**config.mk**
```make
export PLATFORM = sky130hd
export DESIGN_NAME = dual_interp_top
export DESIGN_NICKNAME = d
export VERILOG_FILES = /design/src/rtl/dual_interp_pkg.sv /design/src/rtl/dual_interp_coefs.sv /design/src/rtl/dual_interp_path.sv /design/src/rtl/dual_interp_sum.sv /design/src/rtl/dual_interp_top.sv
export SDC_FILE = /design/constraint.sdc
export NUM_CORES = 2
export LEC_CHECK = 0
export CAP_MARGIN = 20
export CELL_PAD_IN_SITES_DETAIL_PLACEMENT = 1
export CELL_PAD_IN_SITES_GLOBAL_PLACEMENT = 2
export CORE_MARGIN = 8
export CORE_UTILIZATION = 40
export CTS_CLUSTER_DIAMETER = 40
export DETAILED_ROUTE_END_ITERATION = 7
export DONT_BUFFER_PORTS = 1
export PLACE_DENSITY_LB_ADDON = 0.1
export RECOVER_POWER = 50
export SLEW_MARGIN = 20
export SYNTH_ARGS = -nofsm -noshare
export SYNTH_HDL_FRONTEND = slang
export SYNTH_SLANG_ARGS = --single-unit
export TNS_END_PERCENT = 50
```
**constraint.sdc**
```tcl
create_clock -name clk -period 9 [get_ports clk]
set_input_delay 0.45 -clock clk [delete_from_list [all_inputs] [get_ports clk]]
set_output_delay 0.45 -clock clk [all_outputs]
set_load 0.03 [all_outputs]
```
**src/rtl/dual_interp_pkg.sv**
```systemverilog
// Shared definitions for the dual-path interpolator.
// Assumes nothing beyond IEEE 1800-2017 elaboration.
package dual_interp_pkg;
    // Which half-rate engine a sample or result belongs to
    typedef enum logic {ENG_A = 1'b0, ENG_B = 1'b1} engine_e;

    // Width needed to index n items, never below one bit
    function automatic int idx_w(input int n);
        return (n > 1) ? $clog2(n) : 1;
    endfunction
endpackage

```
**src/rtl/dual_interp_coefs.sv**
```systemverilog
// Two-bank coefficient store: writes land in a staging bank,
// and commit copies staging into the live bank both engines read.
// Assumes commit is a single-cycle pulse; out-of-range writes are dropped.
module dual_interp_coefs #(
    parameter int CW   = 16,
    parameter int TAPS = 24,
    parameter int AW   = 5
) (
    input  logic                 clk,
    input  logic                 rst_n,
    input  logic                 wr_en,
    input  logic [AW-1:0]        wr_addr,
    input  logic signed [CW-1:0] wr_data,
    input  logic                 commit,
    output logic signed [CW-1:0] live [TAPS]
);
    logic signed [CW-1:0] stage [TAPS];

    // Staging writes and commit into the live bank
    always_ff @(posedge clk) begin
        if (!rst_n) begin
            for (int j = 0; j < TAPS; j++) begin
                stage[j] <= '0;
                live[j]  <= '0;
            end
        end else begin
            if (wr_en && (int'(wr_addr) < TAPS))
                stage[wr_addr] <= wr_data;
            if (commit)
                for (int j = 0; j < TAPS; j++)
                    live[j] <= stage[j];
        end
    end
endmodule

```
**src/rtl/dual_interp_path.sv**
```systemverilog
// One half-rate polyphase engine: keeps NPH past samples and, for the
// phase given, forms the sum of NPH coefficient-sample products.
// Assumes phase < L; a loaded sample counts as the newest term that tick.
module dual_interp_path #(
    parameter int DW   = 16,
    parameter int CW   = 16,
    parameter int TAPS = 24,
    parameter int L    = 48,
    parameter int NPH  = 1,
    parameter int PW   = 6,
    parameter int ACCW = 33
) (
    input  logic                   clk,
    input  logic                   rst_n,
    input  logic                   clear,
    input  logic                   adv,
    input  logic                   load,
    input  logic [PW-1:0]          phase,
    input  logic signed [DW-1:0]   x_i,
    input  logic signed [DW-1:0]   x_q,
    input  logic signed [CW-1:0]   coef [TAPS],
    output logic signed [ACCW-1:0] y_i,
    output logic signed [ACCW-1:0] y_q
);
    localparam int PADN = NPH * L;

    logic signed [DW-1:0]   line_i [NPH];
    logic signed [DW-1:0]   line_q [NPH];
    logic signed [DW-1:0]   cur_i  [NPH];
    logic signed [DW-1:0]   cur_q  [NPH];
    logic signed [CW-1:0]   cpad   [PADN];
    logic signed [CW-1:0]   cf     [NPH];
    logic signed [ACCW-1:0] prod_i [NPH];
    logic signed [ACCW-1:0] prod_q [NPH];

    // Zero-pad the coefficient set up to a whole number of phases
    for (genvar j = 0; j < PADN; j++) begin : g_pad
        if (j < TAPS) begin : g_real
            assign cpad[j] = coef[j];
        end else begin : g_zero
            assign cpad[j] = '0;
        end
    end

    // Sample window for this tick, and the coefficient for each term
    for (genvar k = 0; k < NPH; k++) begin : g_term
        if (k == 0) begin : g_new
            assign cur_i[k] = load ? x_i : line_i[0];
            assign cur_q[k] = load ? x_q : line_q[0];
        end else begin : g_old
            assign cur_i[k] = load ? line_i[k-1] : line_i[k];
            assign cur_q[k] = load ? line_q[k-1] : line_q[k];
        end
        assign cf[k]     = cpad[int'(phase) + k*L];
        assign prod_i[k] = cur_i[k] * cf[k];
        assign prod_q[k] = cur_q[k] * cf[k];
    end

    // Accumulate the products of all terms
    always_comb begin
        y_i = '0;
        y_q = '0;
        for (int k = 0; k < NPH; k++) begin
            y_i = y_i + prod_i[k];
            y_q = y_q + prod_q[k];
        end
    end

    // Shift a newly accepted sample into the delay line
    always_ff @(posedge clk) begin
        if (!rst_n || clear) begin
            for (int k = 0; k < NPH; k++) begin
                line_i[k] <= '0;
                line_q[k] <= '0;
            end
        end else if (adv && load) begin
            line_i[0] <= x_i;
            line_q[0] <= x_q;
            for (int k = NPH-1; k >= 1; k--) begin
                line_i[k] <= line_i[k-1];
                line_q[k] <= line_q[k-1];
            end
        end
    end
endmodule

```
**src/rtl/dual_interp_sum.sv**
```systemverilog
// Output stage: adds the two engine results, rounds half up, shifts,
// saturates to DW bits, registers the word and keeps a sticky flag.
// Assumes SHIFT >= 1 and that the sum fits in ACCW+2 bits.
module dual_interp_sum #(
    parameter int DW    = 16,
    parameter int ACCW  = 33,
    parameter int SHIFT = 15
) (
    input  logic                   clk,
    input  logic                   rst_n,
    input  logic                   clear,
    input  logic                   adv,
    input  logic                   emit,
    input  logic signed [ACCW-1:0] a_i,
    input  logic signed [ACCW-1:0] a_q,
    input  logic signed [ACCW-1:0] b_i,
    input  logic signed [ACCW-1:0] b_q,
    output logic                   out_valid,
    output logic signed [DW-1:0]   out_i,
    output logic signed [DW-1:0]   out_q,
    output logic                   ovf
);
    localparam int SW = ACCW + 2;
    localparam logic signed [SW-1:0] ONE  = 1;
    localparam logic signed [SW-1:0] HALF = ONE <<< (SHIFT-1);
    localparam logic signed [SW-1:0] MAXV = (ONE <<< (DW-1)) - ONE;
    localparam logic signed [SW-1:0] MINV = -(ONE <<< (DW-1));

    logic signed [SW-1:0] s_i, s_q, r_i, r_q;
    logic signed [DW-1:0] w_i, w_q;
    logic                 clip_i, clip_q;

    // Round, shift and clamp both components
    always_comb begin
        s_i = a_i + b_i;
        s_q = a_q + b_q;
        r_i = (s_i + HALF) >>> SHIFT;
        r_q = (s_q + HALF) >>> SHIFT;
        clip_i = (r_i > MAXV) || (r_i < MINV);
        clip_q = (r_q > MAXV) || (r_q < MINV);
        w_i = (r_i > MAXV) ? MAXV[DW-1:0] : (r_i < MINV) ? MINV[DW-1:0] : r_i[DW-1:0];
        w_q = (r_q > MAXV) ? MAXV[DW-1:0] : (r_q < MINV) ? MINV[DW-1:0] : r_q[DW-1:0];
    end

    // Register the output word, its strobe and the sticky flag
    always_ff @(posedge clk) begin
        if (!rst_n) begin
            out_valid <= 1'b0;
            out_i     <= '0;
            out_q     <= '0;
            ovf       <= 1'b0;
        end else if (clear) begin
            out_valid <= 1'b0;
        end else begin
            out_valid <= adv && emit;
            if (adv && emit) begin
                out_i <= w_i;
                out_q <= w_q;
                ovf   <= ovf || clip_i || clip_q;
            end
        end
    end
endmodule

```
**src/rtl/dual_interp_top.sv**
```systemverilog
// Dual-path interleaved interpolator: deals samples alternately to two
// identical polyphase engines offset by L/2 ticks and sums their outputs.
// Assumes L even and at least 2, TAPS at least 2, sync a one-cycle pulse.
module dual_interp_top #(
    parameter int DW    = 16,
    parameter int CW    = 16,
    parameter int TAPS  = 24,
    parameter int L     = 48,
    parameter int SHIFT = 15,
    localparam int AW   = dual_interp_pkg::idx_w(TAPS)
) (
    input  logic                 clk,
    input  logic                 rst_n,
    input  logic                 sync,
    input  logic                 cw_en,
    input  logic [AW-1:0]        cw_addr,
    input  logic signed [CW-1:0] cw_data,
    input  logic                 in_valid,
    output logic                 in_ready,
    input  logic signed [DW-1:0] in_i,
    input  logic signed [DW-1:0] in_q,
    output logic                 out_valid,
    output logic signed [DW-1:0] out_i,
    output logic signed [DW-1:0] out_q,
    output logic                 ovf
);
    import dual_interp_pkg::*;

    localparam int H    = L / 2;
    localparam int NPH  = (TAPS + L - 1) / L;
    localparam int PW   = idx_w(L);
    localparam int FW   = idx_w(NPH + 1);
    localparam int ACCW = DW + CW + $clog2(NPH) + 1;

    logic                   running;
    logic [PW-1:0]          ph, ph_b;
    logic [FW-1:0]          bcnt;
    logic                   need, adv, emit;
    logic                   load [2];
    logic signed [CW-1:0]   live [TAPS];
    logic signed [ACCW-1:0] y_i [2];
    logic signed [ACCW-1:0] y_q [2];

    // Tick control: a tick needing a sample waits for in_valid
    always_comb begin
        need          = running && (ph == PW'(0) || ph == PW'(H));
        in_ready      = need;
        adv           = running && !sync && (!need || in_valid);
        load[ENG_A]   = adv && (ph == PW'(0));
        load[ENG_B]   = adv && (ph == PW'(H));
        ph_b          = (ph >= PW'(H)) ? ph - PW'(H) : ph + PW'(H);
        emit          = (bcnt == FW'(NPH)) || ((ph == PW'(H)) && (bcnt == FW'(NPH-1)));
    end

    // Phase counter, run flag and engine B fill count
    always_ff @(posedge clk) begin
        if (!rst_n) begin
            running <= 1'b0;
            ph      <= '0;
            bcnt    <= '0;
        end else if (sync) begin
            running <= 1'b1;
            ph      <= '0;
            bcnt    <= '0;
        end else if (adv) begin
            ph <= (ph == PW'(L-1)) ? '0 : ph + PW'(1);
            if (load[ENG_B] && bcnt != FW'(NPH))
                bcnt <= bcnt + FW'(1);
        end
    end

    dual_interp_coefs #(.CW(CW), .TAPS(TAPS), .AW(AW)) u_coefs (
        .clk(clk), .rst_n(rst_n), .wr_en(cw_en), .wr_addr(cw_addr),
        .wr_data(cw_data), .commit(sync), .live(live)
    );

    for (genvar e = 0; e < 2; e++) begin : g_eng
        dual_interp_path #(
            .DW(DW), .CW(CW), .TAPS(TAPS), .L(L), .NPH(NPH), .PW(PW), .ACCW(ACCW)
        ) u_path (
            .clk(clk), .rst_n(rst_n), .clear(sync), .adv(adv), .load(load[e]),
            .phase((e == 0) ? ph : ph_b), .x_i(in_i), .x_q(in_q), .coef(live),
            .y_i(y_i[e]), .y_q(y_q[e])
        );
    end

    dual_interp_sum #(.DW(DW), .ACCW(ACCW), .SHIFT(SHIFT)) u_sum (
        .clk(clk), .rst_n(rst_n), .clear(sync), .adv(adv), .emit(emit),
        .a_i(y_i[ENG_A]), .a_q(y_q[ENG_A]), .b_i(y_i[ENG_B]), .b_q(y_q[ENG_B]),
        .out_valid(out_valid), .out_i(out_i), .out_q(out_q), .ovf(ovf)
    );
endmodule

```
==> flow_metrics.env <==
export IMPL_syn_area_per_cell_sq_um=10.6
export IMPL_place_gp_congestion=0.906
export IMPL_synth_edff_count=448
export IMPL_min_period_ns=9.54
export IMPL_hold_ws_ns=0.0753
export IMPL_p_per_area_mw_per_mm2=160
export IMPL_die_h_microns=453
export IMPL_synth_fp_nets=8761
export IMPL_slowest_delay_ns=0.59
export IMPL_ir_drop_uv=215
export IMPL_wirelength_mm=274
export IMPL_ys_ff_latch=874
export IMPL_post_route_period_util_pct=106
export IMPL_pwr_share_clk_pct=39.9
export IMPL_grt_max_degree=278
export IMPL_top_layer="met5"
export IMPL_leakage_nw=44.2
export IMPL_io_pins=93
export IMPL_crit_path_max_fanout=7
export IMPL_final_area_sq_mm=0.0959
export IMPL_wl_per_cell_microns=25.3
export IMPL_drtIter0Drc=3185
export IMPL_worstSetupStartpointType="flop"
export IMPL_start_util_pct=40.2
export IMPL_coreArea_sq_mm=0.190
export IMPL_drcViolationCount=0
export IMPL_clk_path_buf_depth=3
export IMPL_cp_top_family="adder cells"
export IMPL_p_int_mw=10.4
export IMPL_port_buffers=0
export IMPL_fin_cells=10818
export IMPL_slew_violations=423
export IMPL_first_pass_iters=5
export IMPL_dp_cells=10356
export IMPL_p_sw_share_pct=32.3
export IMPL_met2RoutedLength_mm=138
export IMPL_cts_sinks=874
export IMPL_status="finished, violations left"
export IMPL_skew_ns=0.0548
export IMPL_dieArea_sq_mm=0.205
export IMPL_worst_slack_ns=-0.541
export IMPL_syn_area_sq_mm=0.0764
export IMPL_tightestPinTransition_ns=5.08
export IMPL_antenna_found_initial=16
export IMPL_switchingPower_mw=4.94
export IMPL_critical_path_depth=36
export IMPL_synthFlopType="edfxtp_1"
export IMPL_reg2regPathDepth=36
export IMPL_hold_viol=0
export IMPL_nets=9705
export IMPL_drv_cap=4
export IMPL_rsz0062_at_grt="yes"
export IMPL_cp_required_ns=9.65
export IMPL_violations="max-capacitance violations, max-slew violations, negative setup slack"
export IMPL_gr_total_overflow=0
export IMPL_crit_arrival_ns=10.19
export IMPL_dp_hpwl_mm=209
export IMPL_vias=55473
export IMPL_synth_cell_types=84
export IMPL_comb_power_share_pct=30.7
export IMPL_floorplan_rows=160
export IMPL_placed_area_sq_mm=0.0871
export IMPL_routed_wl_met3_mm=12.6
export IMPL_track_usage_pct=26.8
export IMPL_async_flop_share_pct=0
export IMPL_yosys_warnings=0
export IMPL_yosysSeqAreaShare_pct=28.8
export IMPL_drive_gt1_share_pct=22.5
export IMPL_setup_viol=33
export IMPL_htreeDepth=4
export IMPL_syn2layout_area_growth_pct=25.4
export IMPL_worstSetupEndpointType="flop"
export IMPL_ant_nets=0
export IMPL_wl_met1_mm=112
export IMPL_cts_inserted_buffers=151
export IMPL_die_x_microns=453
export IMPL_slew_headroom_pct=-239
export IMPL_vias_per_cell=5.13
export IMPL_tritoncts="yes"
export IMPL_power_frac_seq_pct=29.4
export IMPL_hp_class="in2reg"
export IMPL_crit_top_cell="fa_1"
export IMPL_grt_pass1_vias=61986
export IMPL_synthCells=7221
export IMPL_grt_pass1_wl_mm=408
export IMPL_min_path_cells=2
export IMPL_cp_num_buf_inv=10
export IMPL_clkLatencyLatePin_ns=0.81
export IMPL_fmax_ghz=0.105
export IMPL_path_clk_slew_ns=0.05
export IMPL_cts_root_buf="clkbuf_16"
export IMPL_cpMaxStageDelayCell="fa_1"
export IMPL_worstSetupPathType="reg2reg"
-- through the flow --
step                total power [mW]  util [%]  setup slack, ns  setup TNS [ns]
finish                          15.3      50.5           -0.541          -16.38
global route                    16.1      50.5           -0.796          -24.42
detailed placement              8.81      45.8            -1.15          -34.87
CTS                             15.3      50.1           -0.556          -15.89
global placement                8.72      45.8            -1.05          -31.97
floorplan                       7.07         -          0.00205               0
-- state kept, by name (all words and copies together), names as in the netlist --
name and cells:
u_sum.out_i 16, g_eng.u_path.line_i 32, u_coefs.stage 384, running 1, u_sum.out_valid 1, u_sum.ovf 1
g_eng.u_path.line_q 32, u_sum.out_q 16, ph 6, bcnt 1, u_coefs.live 384
-- layer usage --
| metal | vias to the layer above | track usage (%) |
|---|---|---|
| met3 | 424 | 3.45 |
| met5 | - | 0 |
| met2 | 1274 | 46.6 |
| met4 | 6 | 10.6 |
| li1 | 24571 | - |
| met1 | 29198 | 34.0 |
-- cell usage after synthesis, types with 4 or more instances --
| library cell | n | share of area (%) |
|---|---|---|
| inv_1 | 1244 | 6.1 |
| o221a_2 | 27 | 0.40 |
| xnor2_1 | 47 | 0.54 |
| nor3_1 | 76 | 0.50 |
| or4_1 | 4 | 0.039 |
| nand4_1 | 20 | 0.16 |
| and4_1 | 5 | 0.057 |
| buf_4 | 4 | 0.039 |
| o211ai_1 | 6 | 0.059 |
| dfxtp_1 | 426 | 11 |
| mux2i_1 | 489 | 6.4 |
| nor4_1 | 4 | 0.033 |
| nand2b_1 | 10 | 0.082 |
| o32a_1 | 4 | 0.052 |
| or2_2 | 17 | 0.14 |
| a211oi_1 | 5 | 0.049 |
| nand3b_1 | 4 | 0.039 |
| o21a_1 | 8 | 0.079 |
| o21bai_1 | 9 | 0.088 |
| nand2_1 | 492 | 2.4 |
| and2_0 | 5 | 0.041 |
| edfxtp_1 | 448 | 18 |
| nand3_1 | 72 | 0.47 |
| and3_1 | 10 | 0.082 |
| o22a_1 | 5 | 0.057 |
| or3_1 | 28 | 0.23 |
| mux2_2 | 56 | 0.82 |
| mux2_1 | 16 | 0.24 |
| clkbuf_1 | 279 | 1.4 |
| ha_1 | 296 | 4.8 |
| nor2_1 | 923 | 4.5 |
| buf_1 | 65 | 0.32 |
| mux4_2 | 96 | 2.8 |
| a21o_1 | 42 | 0.41 |
| and2_1 | 469 | 3.8 |
| a31oi_1 | 20 | 0.16 |
| a21oi_1 | 66 | 0.43 |
| buf_2 | 19 | 0.12 |
| xor2_1 | 23 | 0.26 |
| fa_1 | 1186 | 31 |
| nor2b_1 | 70 | 0.57 |
| o21ai_0 | 66 | 0.43 |
-- worst paths after layout --
path                                      start                                end  slack [ns]
max reg2reg                  ph[0]$_SDFFE_PP0N_       u_sum.out_q[10]$_SDFFE_PN0P_       -0.54
min reg2reg  u_coefs.stage[10][5]$_SDFFCE_PN0P_     u_coefs.live[213]$_SDFFE_PN0P_        0.48
max                          ph[0]$_SDFFE_PP0N_       u_sum.out_q[10]$_SDFFE_PN0P_       -0.54
min                                  cw_data[1]  u_coefs.stage[9][1]$_SDFFCE_PN0P_        0.08
-- kinds of logic after synthesis --
group	count (synthesis)	share of synthesized area (%)
AO/OA/AOI/OAI	296	2.75
adder cells (fa/ha/maj)	1482	35.9
flip-flops	874	28.8
AND/OR/NAND/NOR	2224	13.5
XOR/XNOR	71	0.823
buffers and inverters	1617	8.02
multiplexers	657	10.3
-- power by group through the flow --
stage	clock network [mW]	registers [mW]	logic, mW
finish	6.10	4.50	4.70
global route	6.39	4.52	5.18
CTS	6.23	4.50	4.56
detailed placement	0	4.58	4.23
global placement	0	4.57	4.15
floorplan	0	4.53	2.54
-- area by class of cell --
type	count	area (sq um)
diodes	12	30.0
clock buffers	182	4010
clock inverters	101	1420
fillers	20250	94100
inverters	1247	4690
multi-input cells	4730	50000
flip-flops and latches	874	22000
well taps	2511	3140
repair buffers	1161	10600
-- cell usage in the layout (no fill, tap or decap), types with 54 or more instances in the layout --
cell	n
mux4_2	96
nor3_1	71
buf_4	911
buf_12	109
nand3_1	63
and2_1	314
and2_0	157
nor2b_1	69
mux2_2	54
dfxtp_1	422
nor2_1	890
nand2_1	466
clkbuf_16	155
mux2i_1	451
inv_1	1223
edfxtp_1	448
ha_1	275
fa_1	1138
-- timing repair --
action	CTS	global route
gates resized for setup	259	142
hold buffers	56	1
pin swaps	130	50
setup buffers	77	33
gates cloned	5	1
setup endpoints to repair	33	33
hold endpoints to repair	632	26
No activity file was read; power rests on OpenSTA's default activity.
